**src/rtl/nvv_pkg.sv**
```systemverilog
package nvv_pkg;

   localparam logic [7:0] NVV_SIG = 8'h5A;

   typedef enum logic {
      NVV_CHECK = 1'b0,
      NVV_CALC  = 1'b1
   } nvv_mode_e;

   // One's-complement style 8-bit add: carry out wraps into bit 0
   function automatic logic [7:0] nvv_eac_add(input logic [7:0] a, input logic [7:0] b);
      logic [8:0] s;
      s = {1'b0, a} + {1'b0, b};
      return s[7:0] + {7'd0, s[8]};
   endfunction

endpackage

```
**src/rtl/nvv_seq.sv**
```systemverilog
module nvv_seq #(
   parameter int BANK_BYTES = 8192
) (
   input  logic                          clk,
   input  logic                          rst_n,
   input  logic                          start,
   input  logic                          mode,
   input  logic                          bank_sel,
   output logic                          rd_en,
   output logic [$clog2(BANK_BYTES):0]   rd_addr,
   output logic                          busy,
   output logic                          p_vld,
   output logic [$clog2(BANK_BYTES)-1:0] p_off,
   output logic                          p_bank,
   output logic                          p_mode
);
   localparam int OW = $clog2(BANK_BYTES);
   localparam logic [OW-1:0] LAST = OW'(BANK_BYTES - 1);

   logic          scan_q;
   logic          more_q;
   logic          bank_q;
   logic [OW-1:0] cnt_q;

   assign rd_en   = scan_q;
   assign rd_addr = {bank_q, cnt_q};
   assign busy    = scan_q | p_vld;

   always_ff @(posedge clk) begin
      if (!rst_n) begin
         scan_q <= 1'b0;
         more_q <= 1'b0;
         bank_q <= 1'b0;
         cnt_q  <= '0;
         p_vld  <= 1'b0;
         p_off  <= '0;
         p_bank <= 1'b0;
         p_mode <= 1'b0;
      end else begin
         p_vld  <= scan_q;
         p_off  <= cnt_q;
         p_bank <= bank_q;
         if (!scan_q) begin
            if (start && !busy) begin
               scan_q <= 1'b1;
               cnt_q  <= '0;
               bank_q <= mode ? bank_sel : 1'b0;
               more_q <= ~mode;
               p_mode <= mode;
            end
         end else begin
            cnt_q <= cnt_q + 1'b1;
            if (cnt_q == LAST) begin
               if (more_q) begin
                  bank_q <= 1'b1;
                  more_q <= 1'b0;
               end else begin
                  scan_q <= 1'b0;
               end
            end
         end
      end
   end

endmodule

```
**src/rtl/nvv_hdr_sum.sv**
```systemverilog
module nvv_hdr_sum (
   input  logic       clk,
   input  logic       rst_n,
   input  logic       load,
   input  logic       add,
   input  logic [7:0] din,
   output logic [7:0] sum
);
   import nvv_pkg::*;

   always_ff @(posedge clk) begin
      if (!rst_n)    sum <= '0;
      else if (load) sum <= NVV_SIG;
      else if (add)  sum <= nvv_eac_add(sum, din);
   end

endmodule

```
**src/rtl/nvv_adler.sv**
```systemverilog
module nvv_adler #(
   parameter int ADLER_MOD = 65521
) (
   input  logic        clk,
   input  logic        rst_n,
   input  logic        en,
   input  logic        first,
   input  logic [7:0]  din,
   output logic [31:0] nxt
);
   localparam logic [16:0] MODV = 17'(ADLER_MOD);

   logic [15:0] lo_q, hi_q;
   logic [15:0] lo_b, hi_b, lo_n, hi_n;
   logic [16:0] lo_s, hi_s;

   always_comb begin
      lo_b = first ? 16'd1 : lo_q;
      hi_b = first ? 16'd0 : hi_q;
      lo_s = {1'b0, lo_b} + {9'd0, din};
      lo_n = (lo_s >= MODV) ? 16'(lo_s - MODV) : lo_s[15:0];
      hi_s = {1'b0, hi_b} + {1'b0, lo_n};
      hi_n = (hi_s >= MODV) ? 16'(hi_s - MODV) : hi_s[15:0];
      nxt  = {hi_n, lo_n};
   end

   always_ff @(posedge clk) begin
      if (!rst_n) begin
         lo_q <= 16'd1;
         hi_q <= '0;
      end else if (en) begin
         lo_q <= lo_n;
         hi_q <= hi_n;
      end
   end

endmodule

```
**src/rtl/nvram_bank_validator.sv**
```systemverilog
module nvram_bank_validator #(
   parameter int BANK_BYTES = 8192,
   parameter int ADLER_MOD  = 65521
) (
   input  logic                        clk,
   input  logic                        rst_n,
   input  logic                        start,
   input  logic                        mode,
   input  logic                        bank_sel,
   output logic                        busy,
   output logic                        done,
   output logic                        rd_en,
   output logic [$clog2(BANK_BYTES):0] rd_addr,
   input  logic [7:0]                  rd_data,
   output logic [31:0]                 gen0,
   output logic [31:0]                 gen1,
   output logic [1:0]                  bank_ok,
   output logic                        active_bank,
   output logic [7:0]                  calc_hdr_sum,
   output logic [31:0]                 calc_adler
);
   import nvv_pkg::*;

   localparam int OW     = $clog2(BANK_BYTES);
   localparam int ADDR_W = OW + 1;
   localparam logic [OW-1:0] OFF_SIG = OW'(0);
   localparam logic [OW-1:0] OFF_CK  = OW'(1);
   localparam logic [OW-1:0] OFF_H0  = OW'(2);
   localparam logic [OW-1:0] OFF_H1  = OW'(15);
   localparam logic [OW-1:0] OFF_ADL = OW'(16);
   localparam logic [OW-1:0] OFF_GEN = OW'(20);
   localparam logic [OW-1:0] LAST    = OW'(BANK_BYTES - 1);

   if (BANK_BYTES < 32 || (BANK_BYTES & (BANK_BYTES - 1)) != 0) begin : g_bad_size
      $error("BANK_BYTES must be a power of two of at least 32");
   end
   if (ADLER_MOD <= 255 || ADLER_MOD >= 65536) begin : g_bad_mod
      $error("ADLER_MOD must lie between 256 and 65535");
   end

   logic          p_vld, p_bank, p_mode;
   logic [OW-1:0] p_off;
   logic [7:0]    hdr_sum;
   logic [31:0]   adl_nxt;
   logic [7:0]    sig_q, ck_q;
   logic [31:0]   adl_q, gen_q;
   logic          fin, fin_chk, fin_calc, ok_now;
   logic [31:0]   gen_val;

   nvv_seq #(.BANK_BYTES(BANK_BYTES)) u_seq (
      .clk(clk), .rst_n(rst_n), .start(start), .mode(mode), .bank_sel(bank_sel),
      .rd_en(rd_en), .rd_addr(rd_addr), .busy(busy),
      .p_vld(p_vld), .p_off(p_off), .p_bank(p_bank), .p_mode(p_mode)
   );

   nvv_hdr_sum u_hdr (
      .clk(clk), .rst_n(rst_n),
      .load(p_vld && p_off == OFF_SIG),
      .add(p_vld && p_off >= OFF_H0 && p_off <= OFF_H1),
      .din(rd_data), .sum(hdr_sum)
   );

   nvv_adler #(.ADLER_MOD(ADLER_MOD)) u_adl (
      .clk(clk), .rst_n(rst_n),
      .en(p_vld && p_off >= OFF_GEN),
      .first(p_off == OFF_GEN),
      .din(rd_data), .nxt(adl_nxt)
   );

   // Header field capture, big-endian words
   always_ff @(posedge clk) begin
      if (!rst_n) begin
         sig_q <= '0;
         ck_q  <= '0;
         adl_q <= '0;
         gen_q <= '0;
      end else if (p_vld) begin
         if (p_off == OFF_SIG) sig_q <= rd_data;
         if (p_off == OFF_CK)  ck_q  <= rd_data;
         if (p_off[OW-1:2] == OFF_ADL[OW-1:2]) adl_q <= {adl_q[23:0], rd_data};
         if (p_off[OW-1:2] == OFF_GEN[OW-1:2]) gen_q <= {gen_q[23:0], rd_data};
      end
   end

   assign fin      = p_vld && (p_off == LAST);
   assign fin_chk  = fin && (p_mode == NVV_CHECK);
   assign fin_calc = fin && (p_mode == NVV_CALC);
   assign ok_now   = (sig_q == NVV_SIG) && (ck_q == hdr_sum) && (adl_q == adl_nxt);
   assign gen_val  = ok_now ? gen_q : 32'd0;

   for (genvar b = 0; b < 2; b++) begin : g_bank
      logic [31:0] gen_r;
      logic        ok_r;
      always_ff @(posedge clk) begin
         if (!rst_n) begin
            gen_r <= '0;
            ok_r  <= 1'b0;
         end else if (fin_chk && (p_bank == 1'(b))) begin
            gen_r <= gen_val;
            ok_r  <= ok_now;
         end
      end
   end

   assign gen0    = g_bank[0].gen_r;
   assign gen1    = g_bank[1].gen_r;
   assign bank_ok = {g_bank[1].ok_r, g_bank[0].ok_r};

   always_ff @(posedge clk) begin
      if (!rst_n) begin
         done         <= 1'b0;
         active_bank  <= 1'b0;
         calc_hdr_sum <= '0;
         calc_adler   <= '0;
      end else begin
         done <= fin && (p_mode == NVV_CALC || p_bank);
         if (fin_chk && p_bank) active_bank <= (g_bank[0].gen_r < gen_val);
         if (fin_calc) begin
            calc_hdr_sum <= hdr_sum;
            calc_adler   <= adl_nxt;
         end
      end
   end

endmodule

```
**config.mk**
```make
export PLATFORM = sky130hd
export DESIGN_NAME = nvram_bank_validator
export DESIGN_NICKNAME = d
export VERILOG_FILES = /design/src/rtl/nvv_pkg.sv /design/src/rtl/nvv_seq.sv /design/src/rtl/nvv_hdr_sum.sv /design/src/rtl/nvv_adler.sv /design/src/rtl/nvram_bank_validator.sv
export SDC_FILE = /design/constraint.sdc
export NUM_CORES = 1
export LEC_CHECK = 0
export CAP_MARGIN = 10
export CORE_MARGIN = 2
export CORE_UTILIZATION = 41
export DETAILED_ROUTE_END_ITERATION = 6
export GPL_ROUTABILITY_DRIVEN = 0
export PLACE_DENSITY_LB_ADDON = 0.1
export RECOVER_POWER = 100
export SYNTH_ARGS = -nofsm -noshare
export SYNTH_HDL_FRONTEND = slang
export SYNTH_SLANG_ARGS = --single-unit
```
**constraint.sdc**
```tcl
create_clock -name clk -period 25.4 [get_ports clk]
set_clock_uncertainty 0.15 [all_clocks]
set_input_delay 2.54 -clock clk [delete_from_list [all_inputs] [get_ports clk]]
set_output_delay 2.54 -clock clk [all_outputs]
set_load 0.05 [all_outputs]
```
# Word-level counts from Yosys, hierarchy flattened
# Index checks and enable logic that the tools add are counted.
# classes
n_lt_le_gt_ge	6
eq_ne	11
bitwise_logic	6
n_addsub	7
n_reduce_logical	26
muxes	21
# op_table
operator	count
16-bit two-way mux	4
17-bit by 16-bit greater-or-equal comparator with 1-bit output, second input constant	2
32-bit == test	1
32-bit less-than comparator	1
32-bit two-way mux	1
16-bit subtractor, second input constant	2
13-bit == test, second input constant	2
13-bit two-way mux	2
11-bit by 3-bit == test with 1-bit output, second input constant	2
16-bit by 16-bit adder with 17-bit output	1
16-bit by 8-bit adder with 17-bit output	1
7-bit two-way mux	2
13-bit by 1-bit adder with 13-bit output, second input constant	1
13-bit by 1-bit == test with 1-bit output, second input constant	1
13-bit by 5-bit == test with 1-bit output, second input constant	1
13-bit by 2-bit greater-or-equal comparator with 1-bit output, second input constant	1
13-bit by 5-bit greater-or-equal comparator with 1-bit output, second input constant	1
13-bit by 4-bit <= comparator with 1-bit output, second input constant	1
1-bit logical AND	13
13-bit zero test	1
1-bit two-way mux	12
2-bit AND reduction	6
8-bit by 8-bit adder with 9-bit output	1
8-bit by 1-bit adder with 8-bit output	1
other kinds (10)	16
# totals
ff_bits	260
input_bits	13
wordCells	101
output_inout_bits	124

# Logic depth before layout (Yosys ltp)
# Gate-level depths: netlist (run 1).
# depth
ltp_word	12
mapped_depth	49
depth_no_buf	41

# Modules after synthesis
# Synthesis (run 1) repeated with hierarchy kept, for this count alone.
# unflattened
cells_unflattened	1723
hier_area_um2	14069.7
# modules_own_cells
mod	area_each_um2	seq_area_each_um2	cells_each	n_inst
nvram_bank_validator	8231.6	3763.6	989	1
nvv_adler	3756.1	640.6	510	1
nvv_seq	1283.7	640.6	132	1
nvv_hdr_sum	798.3	160.2	92	1

# Least setup slack after synthesis (run 1)
# No wires, ideal clock.
# synth_path
path_type	in2reg
start	input port rd_data[0]
end	register active_bank
t_arrival_ns	11.245
slack_ns	13.904
required_ns	25.149
setup_ns	0.101
path_stages	41
n_path_buf	4
cell_sequence	ha_1 -> inv_1 -> fa_1 -> nor2b_1 -> o22a_1 -> xor2_1 -> nand2_1 -> or3_1 -> or3_1 -> buf_2 -> o21ai_2 -> buf_2 -> nor2_1 -> a21oi_1 -> inv_1 -> ha_1 -> a211oi_2 -> nor3_1 -> [... 5 more ...] -> mux2_2 -> a221oi_1 -> nand4_1 -> nor4_1 -> clkbuf_1 -> nand4_1 -> ha_1 -> a21o_1 -> a21o_1 -> a21o_1 -> a21o_1 -> a21oi_1 -> nor2_1 -> a211oi_1 -> nand3_1 -> a21oi_1 -> nand3b_1 -> o41ai_1
# synth_between
elab_chain_len	10
word_cells_on_any_way	12
cone_classes	4 x add/sub; 3 x order compare; 1 x eq/ne; 3 x mux; 1 x reduce/logical
# synth_lines
element	line	rtl
start: declaration	nvram_bank_validator.sv:14	input logic [7:0] rd_data,
16-bit by 8-bit adder with 17-bit output *	nvv_adler.sv:20	lo_s = {1'b0, lo_b} + {9'd0, din};
16-bit subtractor / 17-bit by 16-bit greater-or-equal comparator with 1-bit output (equally long branches)	nvv_adler.sv:21	lo_n = (lo_s >= MODV) ? 16'(lo_s - MODV) : lo_s[15:0];
16-bit two-way mux *	nvv_adler.sv:21	
via adl_nxt[1]	nvram_bank_validator.sv:44	logic [31:0] adl_nxt;
16-bit by 16-bit adder with 17-bit output	nvv_adler.sv:22	hi_s = {1'b0, hi_b} + {1'b0, lo_n};
16-bit subtractor / 17-bit by 16-bit greater-or-equal comparator with 1-bit output (equally long branches)	nvv_adler.sv:23	hi_n = (hi_s >= MODV) ? 16'(hi_s - MODV) : hi_s[15:0];
16-bit two-way mux	nvv_adler.sv:23	
32-bit == test *	nvram_bank_validator.sv:88	assign ok_now = (sig_q == NVV_SIG) && (ck_q == hdr_sum) && (adl_q == adl_nxt);
1-bit logical AND *	nvram_bank_validator.sv:88	
32-bit two-way mux *	nvram_bank_validator.sv:89	assign gen_val = ok_now ? gen_q : 32'd0;
32-bit less-than comparator *	nvram_bank_validator.sv:117	if (fin_chk && p_bank) active_bank <= (g_bank[0].gen_r < gen_val);
end signal: assignment	nvram_bank_validator.sv:117	
end: declaration	nvram_bank_validator.sv:18	output logic active_bank,
# Mark *: on every way through the listed nets, which the timed path passes. The rest lies on a longest branch.
# A chain may end at the register's enable or synchronous reset.

# Worst setup path in the final report (run 1)
# layout_path
start	input port rd_data[4]
end	register g_bank[0].gen_r[16] (netlist: gen0[16])
# layout_between
elab_chain_len	9
word_cells_on_any_way	11
cone_classes	4 x add/sub; 2 x order compare; 1 x eq/ne; 3 x mux; 1 x reduce/logical
# layout_lines
element	line	rtl
16-bit by 8-bit adder with 17-bit output *	nvv_adler.sv:20	
16-bit subtractor / 17-bit by 16-bit greater-or-equal comparator with 1-bit output (equally long branches)	nvv_adler.sv:21	
16-bit two-way mux *	nvv_adler.sv:21	
via adl_nxt[6]	nvram_bank_validator.sv:44	
16-bit by 16-bit adder with 17-bit output	nvv_adler.sv:22	
16-bit subtractor / 17-bit by 16-bit greater-or-equal comparator with 1-bit output (equally long branches)	nvv_adler.sv:23	
16-bit two-way mux	nvv_adler.sv:23	
32-bit == test *	nvram_bank_validator.sv:88	
1-bit logical AND *	nvram_bank_validator.sv:88	
32-bit two-way mux *	nvram_bank_validator.sv:89	
end signal: assignment	nvram_bank_validator.sv:99	gen_r <= gen_val;
end: declaration	nvram_bank_validator.sv:92	logic [31:0] gen_r;
# Marks and branches as above.

==> out/metrics.sh, run 1 <==
RUN_STATUS='complete, but fails checks'
FAILED_CHECKS='DRC, capacitance limit, slew limit'
INITIAL_UTILIZATION=0.413
YOSYSWARNINGS=0
DRT-INITIAL-DRC-COUNT=1213
CRITICAL_PATH_REQUIRED_PS=25650
CTS_MAX_PATH_BUFFERS=3
PRECTSSETUPSLACK_PS=11040
DIEHEIGHT_UM=201
DIE_WIDTH_UM=201
SYN_AVG_CELL_AREA_UM2=7.87
IRDROPWORSTVDD_uV=47.5
NETLIST_AREA_MM2=0.0159
AVGROUTEDWIREPERCELL_UM=20.7
DRC_ERRORS=1
N_FILL_CELL=3884
MAXIMUM_NUMBER_OF_PINS_ON_ONE_NET_BEFORE_GLOBAL_ROUTE_REPAIR=91
SYNTH.LIB_CELLS_USED.DISTINCT=95
GRT.TOTAL_USAGE=0.262
WORST-PATH-MAX-FANOUT=67
CTS-ROOT-BUF='sky130_fd_sc_hd__clkbuf_16'
CTS-BUFFERS-INSERTED=30
FIN_NETS=2154
GRT_FIRST_PASS_WIRELENGTH_UM=84900
TRITONCTS='yes'
ROWS=72
CLK-INSERTION-DELAY-LATE_PS=560
POWER-PER-CELL-AREA_mW_PER_MM2=52.6
YOSYS-TOP-CELLS-AREA='sky130_fd_sc_hd__dfxtp_1 33%, sky130_fd_sc_hd__nand2_1 10%, sky130_fd_sc_hd__a21oi_1 6.0%'
CTS.HOLD.BUFFERS_ADDED=0
VIAS_PER_CELL=5.94
TIMING.HOLD.WORST_PATH_DEPTH=2
WORST-ENDPOINT-ARRIVAL_PS=17630
POSTCTSRESIZEDCELLS=0
DESIGN_POWER_mW=0.965
RSZ0062_AT_GRT='false'
NUMPORTBUFFERS=136
MAX_SLEW_MARGIN=-1.72
FLOORPLAN.CORE_AREA_MM2=0.0384
DRT-TOTAL-WL_UM=54000
SEQ_AREA_FRAC_SYNTH=0.328
ANTENNA_FOUND_INITIAL=1
HIGHEST_ACHIEVABLE_CLOCK_RATE_MHz=57.5
DRIVE_GT1_FRAC=0.0579
TIMING.FINAL.HOLD_VIOLATIONS=0
WORSTSETUPENDPOINTTYPE='flop'
POWER_LEAKAGE_nW=6.94
ASYNC_RESET_FF_FRAC=0
YS.FLOP_TYPE='sky130_fd_sc_hd__dfxtp_1'
DR.PASS1.ITERS=7
FINALWORSTSETUPSLACK_PS=8020
WORST_R2R_PATH_DEPTH=27
DRV_SLEW=295
POST_SYN_INSTANCES=2013
CTS_HTREE_LEVELS=1
GRT.OVERFLOW.TOTAL=0
FLOORPLAN.IO_PINS=137
DIEAREA_MM2=0.0402
WORST-SLEW-PIN-TRANSITION_PS=4070
FINAL_PERIOD_MINUS_WORST_SETUP_SLACK_PS=17380
HP-CLASS='flop to flop'
YOSYS.AREA.TOP_TYPE='sky130_fd_sc_hd__dfxtp_1'
CAP_VIOL_MAX_COUNT=6
SYN2LAYOUT_AREA_GROWTH_PCT=15.7
CRITICAL_PATH.STARTPOINT_TYPE='input port'
SYNTH.NET_COUNT=2099
DETAILED_PLACE_HPWL_UM=38700
ANTENNA-DIODE-COUNT=0
ROUTED-VIA-COUNT=15500
FIN_TNS_SETUP_PS=0
NUMBER_OF_ENABLE_TYPE_REGISTER_CELLS_IN_THE_SYNTHESIZED_NETLIST=0
SYNTH_TOP_AREA_FRAC=0.328
CTS.CLK_SLEW.WORST_PATHS_PS=60
POST-CTS-SETUP-BUFFER-COUNT=0
ROUTE.ANTENNA.REMAINING_NETS=0
LAYOUT.CORE_UTILIZATION=0.478
FINAL_INSTANCE_AREA_MM2=0.0183
WORSTSETUPPATHTYPE='input port to flop'
NUMBER_OF_FLIP_FLOPS_AND_LATCHES_IN_THE_SYNTHESIZED_NETLIST=260
SETUP-VIOLATIONS-FINAL=0
VIA_COUNT_OF_THE_FIRST_GLOBAL_ROUTING_PASS=14700
FINALCRITPERIODSHARE=0.684
NUMCLOCKSINKS=260
POSTPLACECELLAREA_MM2=0.0175
## synthesized netlist by cell type (31+ instances only)
cell / number
sky130_fd_sc_hd__nand2_1: 423
sky130_fd_sc_hd__dfxtp_1: 260
sky130_fd_sc_hd__a21oi_1: 190
sky130_fd_sc_hd__nor2_1: 138
sky130_fd_sc_hd__clkbuf_1: 96
sky130_fd_sc_hd__ha_1: 70
sky130_fd_sc_hd__and2_1: 62
sky130_fd_sc_hd__a211oi_1: 54
sky130_fd_sc_hd__nand4_1: 53
sky130_fd_sc_hd__nand3_1: 48
sky130_fd_sc_hd__o41ai_1: 38
sky130_fd_sc_hd__xnor2_1: 36
sky130_fd_sc_hd__inv_1: 34
sky130_fd_sc_hd__nor3_1: 33
sky130_fd_sc_hd__o21ai_0: 31
## cell usage in the layout, fill, tap and decap left out, types with 7 or more instances in the layout
| master | instances |
|---|---|
| sky130_fd_sc_hd__a211o_1 | 7 |
| sky130_fd_sc_hd__a211oi_1 | 53 |
| sky130_fd_sc_hd__a21o_1 | 22 |
| sky130_fd_sc_hd__a21oi_1 | 189 |
| sky130_fd_sc_hd__a31oi_1 | 13 |
| sky130_fd_sc_hd__and2_0 | 10 |
| sky130_fd_sc_hd__and2_1 | 53 |
| sky130_fd_sc_hd__and3_1 | 17 |
| sky130_fd_sc_hd__buf_4 | 24 |
| sky130_fd_sc_hd__bufinv_16 | 7 |
| sky130_fd_sc_hd__clkbuf_16 | 31 |
| sky130_fd_sc_hd__clkdlybuf4s50_1 | 9 |
| sky130_fd_sc_hd__dfxtp_1 | 260 |
| sky130_fd_sc_hd__dlygate4sd3_1 | 127 |
| sky130_fd_sc_hd__ha_1 | 70 |
| sky130_fd_sc_hd__inv_1 | 33 |
| sky130_fd_sc_hd__mux2i_1 | 15 |
| sky130_fd_sc_hd__nand2_1 | 423 |
| sky130_fd_sc_hd__nand2b_1 | 17 |
| sky130_fd_sc_hd__nand3_1 | 48 |
| sky130_fd_sc_hd__nand4_1 | 53 |
| sky130_fd_sc_hd__nor2_1 | 137 |
| sky130_fd_sc_hd__nor2b_1 | 16 |
| sky130_fd_sc_hd__nor3_1 | 32 |
| sky130_fd_sc_hd__nor3b_1 | 11 |
| sky130_fd_sc_hd__nor4_1 | 19 |
| sky130_fd_sc_hd__o211ai_1 | 14 |
| sky130_fd_sc_hd__o21a_1 | 7 |
| sky130_fd_sc_hd__o21ai_0 | 33 |
| sky130_fd_sc_hd__o21bai_1 | 7 |
| sky130_fd_sc_hd__o22ai_1 | 7 |
| sky130_fd_sc_hd__o31ai_1 | 7 |
| sky130_fd_sc_hd__o41ai_1 | 63 |
| sky130_fd_sc_hd__or2_2 | 8 |
| sky130_fd_sc_hd__or3_1 | 16 |
| sky130_fd_sc_hd__or4_1 | 10 |
| sky130_fd_sc_hd__xnor2_1 | 36 |
| sky130_fd_sc_hd__xor2_1 | 27 |
## worst paths after layout
kind,start,end,slack [ps]
worst max-delay path,rd_data[4],gen0[16],8020
worst min-delay path,gen1[4],gen1[4],290
worst max register to register,u_seq.p_off[11],gen0[16],8880
worst min register to register,gen1[4],gen1[4],290
## cell families after synthesis
group,after synthesis,share of synthesized area
xor gates and xnor gates,68,0.0421
DFF,260,0.328
adders and majority gates,73,0.0590
and+or+nand+nor,902,0.269
AOI/OAI and AO/OA,517,0.239
muxes,20,0.0134
buffers and inverters,173,0.0490
## area by class of cell
type,instances,area [µm²],share of cell area
Multi-Input combinational cell,1580,9700,0.529
Sequential cell,260,5200,0.284
Timing Repair Buffer,162,1550,0.0846
Clock buffer,38,832,0.0454
Tap cell,518,648,0.0354
Clock inverter,16,270,0.0147
Inverter,34,129,0.00703
## critical path, cell delays in order
cell	delay (ps)
sky130_fd_sc_hd__clkdlybuf4s50_1	680
sky130_fd_sc_hd__ha_1	570
sky130_fd_sc_hd__o211ai_1	190
sky130_fd_sc_hd__o21a_1	250
sky130_fd_sc_hd__xnor2_1	760
sky130_fd_sc_hd__nand2_1	220
sky130_fd_sc_hd__or3_1	410
sky130_fd_sc_hd__or3_1	440
sky130_fd_sc_hd__o21ai_0	1370
sky130_fd_sc_hd__nand2_1	310
sky130_fd_sc_hd__xnor2_1	380
sky130_fd_sc_hd__inv_1	80
sky130_fd_sc_hd__ha_1	480
sky130_fd_sc_hd__a21oi_1	300
sky130_fd_sc_hd__o21ai_0	120
sky130_fd_sc_hd__a211o_1	330
sky130_fd_sc_hd__or4_1	550
sky130_fd_sc_hd__nor4_1	1910
sky130_fd_sc_hd__a41oi_1	1410
sky130_fd_sc_hd__nand2b_1	550
sky130_fd_sc_hd__nor2b_1	180
sky130_fd_sc_hd__a2111oi_0	410
sky130_fd_sc_hd__nand3_1	2010
sky130_fd_sc_hd__o41ai_1	1090
## registers in the layout, summed over array words and instances, names as in the netlist, 13 cells and up
name / flops
adl_q: 32
u_seq.cnt_q: 13
u_seq.p_off: 13
u_adl.hi_q: 16
u_adl.lo_q: 16
gen1: 32
gen0: 32
gen_q: 32
calc_adler: 32
## per-stage QoR
step	hold WS (ps)	std cells
2_1_floorplan	271	2013
6_report	290	2608
5_1_grt	311	2608
3_5_place_dp	283	2553
3_3_place_gp	280	2553
4_1_cts	298	2607
## metal layers
layer  wire length, µm  track usage  vias up  share of wire
met1             25400        0.382     7309           0.47
met4              1670       0.0788        2          0.031
met3              4380       0.0575      128          0.081
met5                12            0        -        0.00022
li1                  -            -     7421              -
met2             22500        0.385      623           0.42
## power by group
group	internal, mW	leakage [nW]	switching [mW]
clock network	0.302	0.520	0.175
logic	0.0237	4.33	0.0522
registers	0.410	2.10	0.00278
total	0.735	6.94	0.230
Power figures use the tool's default switching activity.
==> run 2: changes to the inputs <==
==> constraint.sdc (replaced) <==
create_clock -name clk -period 17.25 [get_ports clk]
set_clock_uncertainty 0.15 [all_clocks]
set_input_delay 1.725 -clock clk [delete_from_list [all_inputs] [get_ports clk]]
set_output_delay 1.725 -clock clk [all_outputs]
set_load 0.05 [all_outputs]
==> run 2 against run 1 <==
The flow finishes with violations (capacitance limit, slew limit). Clock-buffer cell count rose by 9. Non-clock buffer count fell by 1. Wire length decreased by 0.16%. Sequential cell count is the same. Register-to-register slack worse by 6500 ps. Combinational power is 46% higher. Largest cell class unchanged. Largest power group unchanged.
==> out/metrics.sh, run 2 (same netlist as run 1, synthesis figures left out) <==
RUN_STATUS='complete, but fails checks'
FAILED_CHECKS='capacitance limit, slew limit'
CRITPATHSLOWESTCELL='sky130_fd_sc_hd__o21ai_0'
DR.PASS1.ITERS=6  # -1
PRECTSSETUPSLACK_PS=3710  # -7340 ps
FINALCRITPERIODSHARE=0.864
FIN_TNS_SETUP_PS=0  # unchanged
TIMING.FINAL.HOLD_VIOLATIONS=0  # unchanged
GRT.OVERFLOW.TOTAL=0  # unchanged
CRITICAL_PATH_REQUIRED_PS=17540  # -8110 ps
POWER_LEAKAGE_nW=6.89  # -0.77%
DRT-TOTAL-WL_UM=53900  # -0.16%
WORST-SLEW-PIN-TRANSITION_PS=3940  # -132 ps
CTS_MAX_PATH_BUFFERS=3  # unchanged
DRC_ERRORS=0  # -1
WORST_R2R_PATH_DEPTH=39  # +44%
GRTUSAGEMET3=0.0432  # -0.0143
FIN_NETS=2153  # -0.046%
MAX_SLEW_MARGIN=-1.63  # +0.0880
FINAL_PERIOD_MINUS_WORST_SETUP_SLACK_PS=14900
INITIAL_UTILIZATION=0.413  # unchanged
HOLD_START='gen1[12]'
TRITONCTS='yes'
POSTPLACECELLAREA_MM2=0.0175  # about the same
IRDROPWORSTVDD_uV=61.9  # +30%
LAYOUT.CELLS.MOST_COMMON_LIST='423 x sky130_fd_sc_hd__nand2_1, 260 x sky130_fd_sc_hd__dfxtp_1, 189 x sky130_fd_sc_hd__a21oi_1'
ROWS=72  # unchanged
CRITICAL_PATH.STARTPOINT_TYPE='flop'
AVGROUTEDWIREPERCELL_UM=20.7  # -0.19%
CRITICAL-PATH-MAX-STAGE-DELAY_PS=1410  # -600 ps
POST-CTS-SETUP-BUFFER-COUNT=0  # unchanged
DETAILED_PLACE_HPWL_UM=38500  # -0.59%
ROUTED-VIA-COUNT=15500  # +0.16%
FINAL_INSTANCE_AREA_MM2=0.0182  # -0.61%
CTS_HTREE_LEVELS=1  # unchanged
ROUTE.ANTENNA.REMAINING_NETS=0  # unchanged
HIGHEST_ACHIEVABLE_CLOCK_RATE_MHz=67.1
POWER-PER-CELL-AREA_mW_PER_MM2=74.2  # +41%
CTS.CLK_SLEW.WORST_PATHS_PS=60  # about the same
TIMING.CRITICAL_PATH.DEPTH=39  # +63%
LAYOUT.CELLS.MOST_COMMON='sky130_fd_sc_hd__nand2_1'
CAP_VIOL_MAX_COUNT=3  # -3
BUSIEST_LAYER='met1'
GRT_FIRST_PASS_WIRELENGTH_UM=84700  # -0.16%
DIE_WIDTH_UM=201  # unchanged
TIMING.HOLD.WORST_PATH_DEPTH=2  # unchanged
FINALWORSTSETUPSLACK_PS=2350  # -5680 ps
FLOORPLAN.CORE_AREA_MM2=0.0384  # unchanged
DIEHEIGHT_UM=201  # unchanged
VIA_COUNT_OF_THE_FIRST_GLOBAL_ROUTING_PASS=14700  # +0.020%
CP_TOP_FAMILY='compound AO/OA/AOI/OAI gates'
DRT-INITIAL-DRC-COUNT=1364  # +12%
R2R-START='u_seq.p_off[11]'
MET2_USAGE=0.385  # -0.000620
WORSTSETUPPATHTYPE='flop to flop'
WORST-ENDPOINT-ARRIVAL_PS=15200  # -2430 ps
NUMCLOCKSINKS=260  # unchanged
DIEAREA_MM2=0.0402  # unchanged
HP-CLASS='flop to flop'
FLOORPLAN.IO_PINS=137  # unchanged
N_FILL_CELL=3895  # +0.28%
WORSTSETUPENDPOINTTYPE='flop'
ANTENNA_FOUND_INITIAL=0  # -1
TIMING.CRITICAL_PATH.BUF_INV=3  # +1
DRV_SLEW=190  # -36%
CLK-INSERTION-DELAY-LATE_PS=560  # about the same
POSTCTSRESIZEDCELLS=0  # unchanged
NUMPORTBUFFERS=136  # unchanged
CTS-BUFFERS-INSERTED=30  # unchanged
SETUP-VIOLATIONS-FINAL=0  # unchanged
RSZ0062_AT_GRT='false'
VIAS_PER_CELL=5.94  # +0.12%
CTS-ROOT-BUF='sky130_fd_sc_hd__clkbuf_16'
SYN2LAYOUT_AREA_GROWTH_PCT=14.9
ANTENNA-DIODE-COUNT=0  # unchanged
CTS.HOLD.BUFFERS_ADDED=0  # unchanged
MAXIMUM_NUMBER_OF_PINS_ON_ONE_NET_BEFORE_GLOBAL_ROUTE_REPAIR=91  # unchanged
DRIVE_GT1_FRAC=0.0555  # -0.00242
GRT.TOTAL_USAGE=0.261  # -0.00160
GRT_USE_MET1=0.385  # +0.00313
WORST-PATH-MAX-FANOUT=34  # -49%
WORST_SETUP_PATH_STARTPOINT='u_seq.p_off[11]'
[run 2: changes by cell type in the layout (fill, tap and decap cells not counted), moves of 2 or more]
cell | before | now
sky130_fd_sc_hd__clkbuf_8 | 3 | 7
sky130_fd_sc_hd__clkinvlp_4 | 6 | 3
sky130_fd_sc_hd__o41ai_1 | 63 | 67
sky130_fd_sc_hd__clkbuf_1 | 5 | 11
sky130_fd_sc_hd__o41ai_2 | 5 | 1
sky130_fd_sc_hd__bufinv_16 | 7 | 1
sky130_fd_sc_hd__buf_4 | 24 | 22
[run 2: power by group]
part	internal, mW	leakage, nW	switching, mW	total [mW]
registers	0.604	2.10	0.00416	0.608
clock network	0.375	0.479	0.258	0.632
logic	0.0346	4.32	0.0764	0.111
[run 2: per-layer routing]
layer / up-vias / wire length (µm)
met1: 7344 / 25500
li1: 7408 / -
met3: 133 / 4050
met4: 0 / 1840
met2: 623 / 22500
met5: - / 0
[run 2: metrics by stage]
stage          std cells  utilization  hold slack, ps  total power [mW]
6_report            2609        0.475             292              1.35
5_1_grt             2609        0.475             318              1.40
4_1_cts             2608        0.481             300              1.36
3_5_place_dp        2552        0.455             283             0.730
3_3_place_gp        2552        0.455             279             0.730
2_1_floorplan       2013            -             271             0.696
[run 2: worst paths after layout]
kind                 end  slack, ps
max reg2reg  active_bank       2350
min             gen1[12]        290
min reg2reg     gen1[12]        290
max          active_bank       2350
[run 2: worst reg2reg max path, delay by kind of cell (launching register included)]
kind	cells	cell delay (ps)
xor gates and xnor gates	2	760
adders and majority gates	3	1040
and+or+nand+nor	14	5020
DFF	1	300
AOI/OAI and AO/OA	17	6480
buffers and inverters	3	1050
[run 2: final cells by class]
| class | count | area (µm²) | share of cell area |
|---|---|---|---|
| multi-input combinational | 1580 | 9710 | 0.533 |
| sequential | 260 | 5200 | 0.286 |
| inverter | 34 | 129 | 0.00707 |
| clock inverter | 9 | 83.8 | 0.00460 |
| clock buffer | 47 | 906 | 0.0497 |
| tap | 518 | 648 | 0.0356 |
| timing repair buffer | 161 | 1540 | 0.0845 |
==> run 3: changes to the inputs <==
--- a/config.mk
+++ b/config.mk
@@ -6,8 +6,10 @@
 export NUM_CORES = 1
 export LEC_CHECK = 0
 export CAP_MARGIN = 10
+export CORE_ASPECT_RATIO = 0.9
 export CORE_MARGIN = 2
-export CORE_UTILIZATION = 41
+export CORE_UTILIZATION = 50
+export CTS_BUF_LIST = sky130_fd_sc_hd__clkbuf_16
 export DETAILED_ROUTE_END_ITERATION = 6
 export GPL_ROUTABILITY_DRIVEN = 0
 export PLACE_DENSITY_LB_ADDON = 0.1
==> run 3 against run 2 <==
The run still ends with capacitance limit, slew limit left. Worst hold slack gained 0.73 ps. Utilization is 11 points higher. Clock-buffer cell count down 19. Die area decreased by 18%. Critical path depth is 1 higher. Via count increased by 1.9%. Clock power increased by 1%. Global-route usage grew 4.3 points. Cell count down 4.4%. Critical path type is now input port to flop. Critical endpoint unchanged. Largest cell class unchanged. Largest power group unchanged.
==> out/metrics.sh, run 3 (same netlist as run 1, synthesis figures left out) <==
RUN_STATUS='complete, but fails checks'
FAILED_CHECKS='capacitance limit, slew limit'
NUMPORTBUFFERS=136  # unchanged
ANTENNA_FOUND_INITIAL=0  # unchanged
POST-CTS-SETUP-BUFFER-COUNT=0  # unchanged
CTS_HTREE_LEVELS=1  # unchanged
CTS.HOLD.BUFFERS_ADDED=0  # unchanged
REG2REG_SLACK_PS=2560  # +210 ps
ROUTED-VIA-COUNT=15800  # +1.9%
POSTCTSRESIZEDCELLS=0  # unchanged
SYN2LAYOUT_AREA_GROWTH_PCT=13.8
FLOORPLAN.IO_PINS=137  # unchanged
CRITICAL_PATH_REQUIRED_PS=17540  # about the same
SETUP-VIOLATIONS-FINAL=0  # unchanged
WORST-SLEW-PIN-TRANSITION_PS=3980  # +39.9 ps
FIN_NETS=2149  # -0.19%
N_FILL_CELL=2858  # -27%
PRECTSSETUPSLACK_PS=3800  # +95.1 ps
CRITICAL-PATH-MAX-STAGE-DELAY_PS=1900  # +490 ps
INITIAL_UTILIZATION=0.510  # +0.0972
FIN_TNS_SETUP_PS=0  # unchanged
GRT.TOTAL_USAGE=0.304  # +0.0434
CRITICAL_PATH.STARTPOINT_TYPE='input port'
CTS.CLK_SLEW.WORST_PATHS_PS=60  # about the same
NUMCLOCKSINKS=260  # unchanged
DR.PASS1.ITERS=6  # unchanged
ROUTED.TOP_LAYER='met4'
DIE_WIDTH_UM=192  # -4.5%
TIMING.CRITICAL_PATH.BUF_INV=5  # +2
CTS_MAX_PATH_BUFFERS=3  # unchanged
HP-CLASS='flop to flop'
DRIVE_GT1_FRAC=0.0542  # -0.00128
DRV_SLEW=194  # +2.1%
CTS-ROOT-BUF='sky130_fd_sc_hd__clkbuf_16'
FINAL_PERIOD_MINUS_WORST_SETUP_SLACK_PS=14740  # -165 ps
WORST-PATH-MAX-FANOUT=31  # -8.8%
DRT-INITIAL-DRC-COUNT=1725  # +26%
GRT_FIRST_PASS_WIRELENGTH_UM=81200  # -4.2%
CAP_VIOL_MAX_COUNT=3  # unchanged
ROWS=61  # -15%
FLOORPLAN.CORE_AREA_MM2=0.0311  # -19%
LAYOUT.CELLS.MOST_COMMON='sky130_fd_sc_hd__nand2_1'
WORSTSETUPPATHTYPE='input port to flop'
DRC_ERRORS=0  # unchanged
FINALWORSTSETUPSLACK_PS=2510  # +165 ps
TRITONCTS='yes'
ANTENNA-DIODE-COUNT=0  # unchanged
DIEHEIGHT_UM=173  # -14%
DIEAREA_MM2=0.0331  # -18%
CTS-BUFFERS-INSERTED=28  # -6.7%
DETAIL_ROUTE.WIRELENGTH.MET1_UM=23200  # -9.2%
DESIGN_POWER_mW=1.36  # +0.59%
TIMING.FINAL.HOLD_VIOLATIONS=0  # unchanged
MAXIMUM_NUMBER_OF_PINS_ON_ONE_NET_BEFORE_GLOBAL_ROUTE_REPAIR=91  # unchanged
ROUTE.ANTENNA.REMAINING_NETS=0  # unchanged
VIA_COUNT_OF_THE_FIRST_GLOBAL_ROUTING_PASS=14400  # -1.8%
MAX_SLEW_MARGIN=-1.65  # -0.0266
AVGROUTEDWIREPERCELL_UM=20.7  # about the same
MET2WIRELENGTH_UM=21700  # -3.6%
DETAILED_PLACE_HPWL_UM=37000  # -3.9%
DRT-TOTAL-WL_UM=51500  # -4.4%
GRT.OVERFLOW.TOTAL=0  # unchanged
CP_TOP_FAMILY='simple AND/OR/NAND/NOR gates'
FINALCRITPERIODSHARE=0.854  # -0.00957
VIAS_PER_CELL=6.33  # +6.5%
RSZ0062_AT_GRT='false'
IRDROPWORSTVDD_uV=78.3  # +26%
HIGHEST_ACHIEVABLE_CLOCK_RATE_MHz=67.8  # +1.1%
CLK-INSERTION-DELAY-LATE_PS=580  # +20 ps
WORSTSETUPENDPOINTTYPE='flop'
LAYOUT.CELLS.MOST_COMMON_LIST='423 x sky130_fd_sc_hd__nand2_1, 260 x sky130_fd_sc_hd__dfxtp_1, 189 x sky130_fd_sc_hd__a21oi_1'
POWER_LEAKAGE_nW=6.87  # -0.35%
WORST-ENDPOINT-ARRIVAL_PS=15030  # -170 ps
POWER-PER-CELL-AREA_mW_PER_MM2=75.3  # +1.6%
CRITPATHSLOWESTCELL='sky130_fd_sc_hd__nor4_1'
MET3_LENGTH_UM=5110  # +26%
run 3: worst paths after layout:
path | from | to | depth (start not counted)
worst max register to register | u_seq.p_off[11] | active_bank | 42
worst min-delay path | gen1[24] | gen1[24] | 2
worst min register to register | gen1[24] | gen1[24] | 2
worst max-delay path | rd_data[0] | active_bank | 40
run 3: through the flow:
stage          cell area, µm²  utilization  std cells  hold WS, ps
2_1_floorplan           15900            -       2013          271
5_1_grt                 18000        0.581       2494          312
6_report                18000        0.581       2494          293
3_3_place_gp            17300        0.557       2441          279
3_5_place_dp            17300        0.557       2441          287
4_1_cts                 18300        0.589       2493          299
run 3: area by class of cell:
| cell class | count | area, µm² | share of cell area |
|---|---|---|---|
| timing repair buffer | 159 | 1530 | 0.0847 |
| clock inverter | 24 | 293 | 0.0162 |
| multi-input combinational | 1580 | 9680 | 0.536 |
| clock buffer | 28 | 701 | 0.0388 |
| inverter | 34 | 129 | 0.00714 |
| tap | 409 | 512 | 0.0284 |
| sequential | 260 | 5200 | 0.288 |
run 3: routing by layer:
metal | up-vias | track usage
met5 | - | 0
met4 | 0 | 0.0865
met3 | 132 | 0.0674
met2 | 769 | 0.437
met1 | 7504 | 0.452
li1 | 7390 | -
run 3: worst min-delay path, stage by stage (launching register included):
cell and delay (ps):
sky130_fd_sc_hd__dfxtp_1 320, sky130_fd_sc_hd__nand2_1 50, sky130_fd_sc_hd__o41ai_1 50
run 3: report_power, final:
part / switching [mW] / internal (mW) / leakage (nW)
Sequential: 0.00405 / 0.603 / 2.10
Clock: 0.265 / 0.376 / 0.480
Combinational: 0.0759 / 0.0345 / 4.29
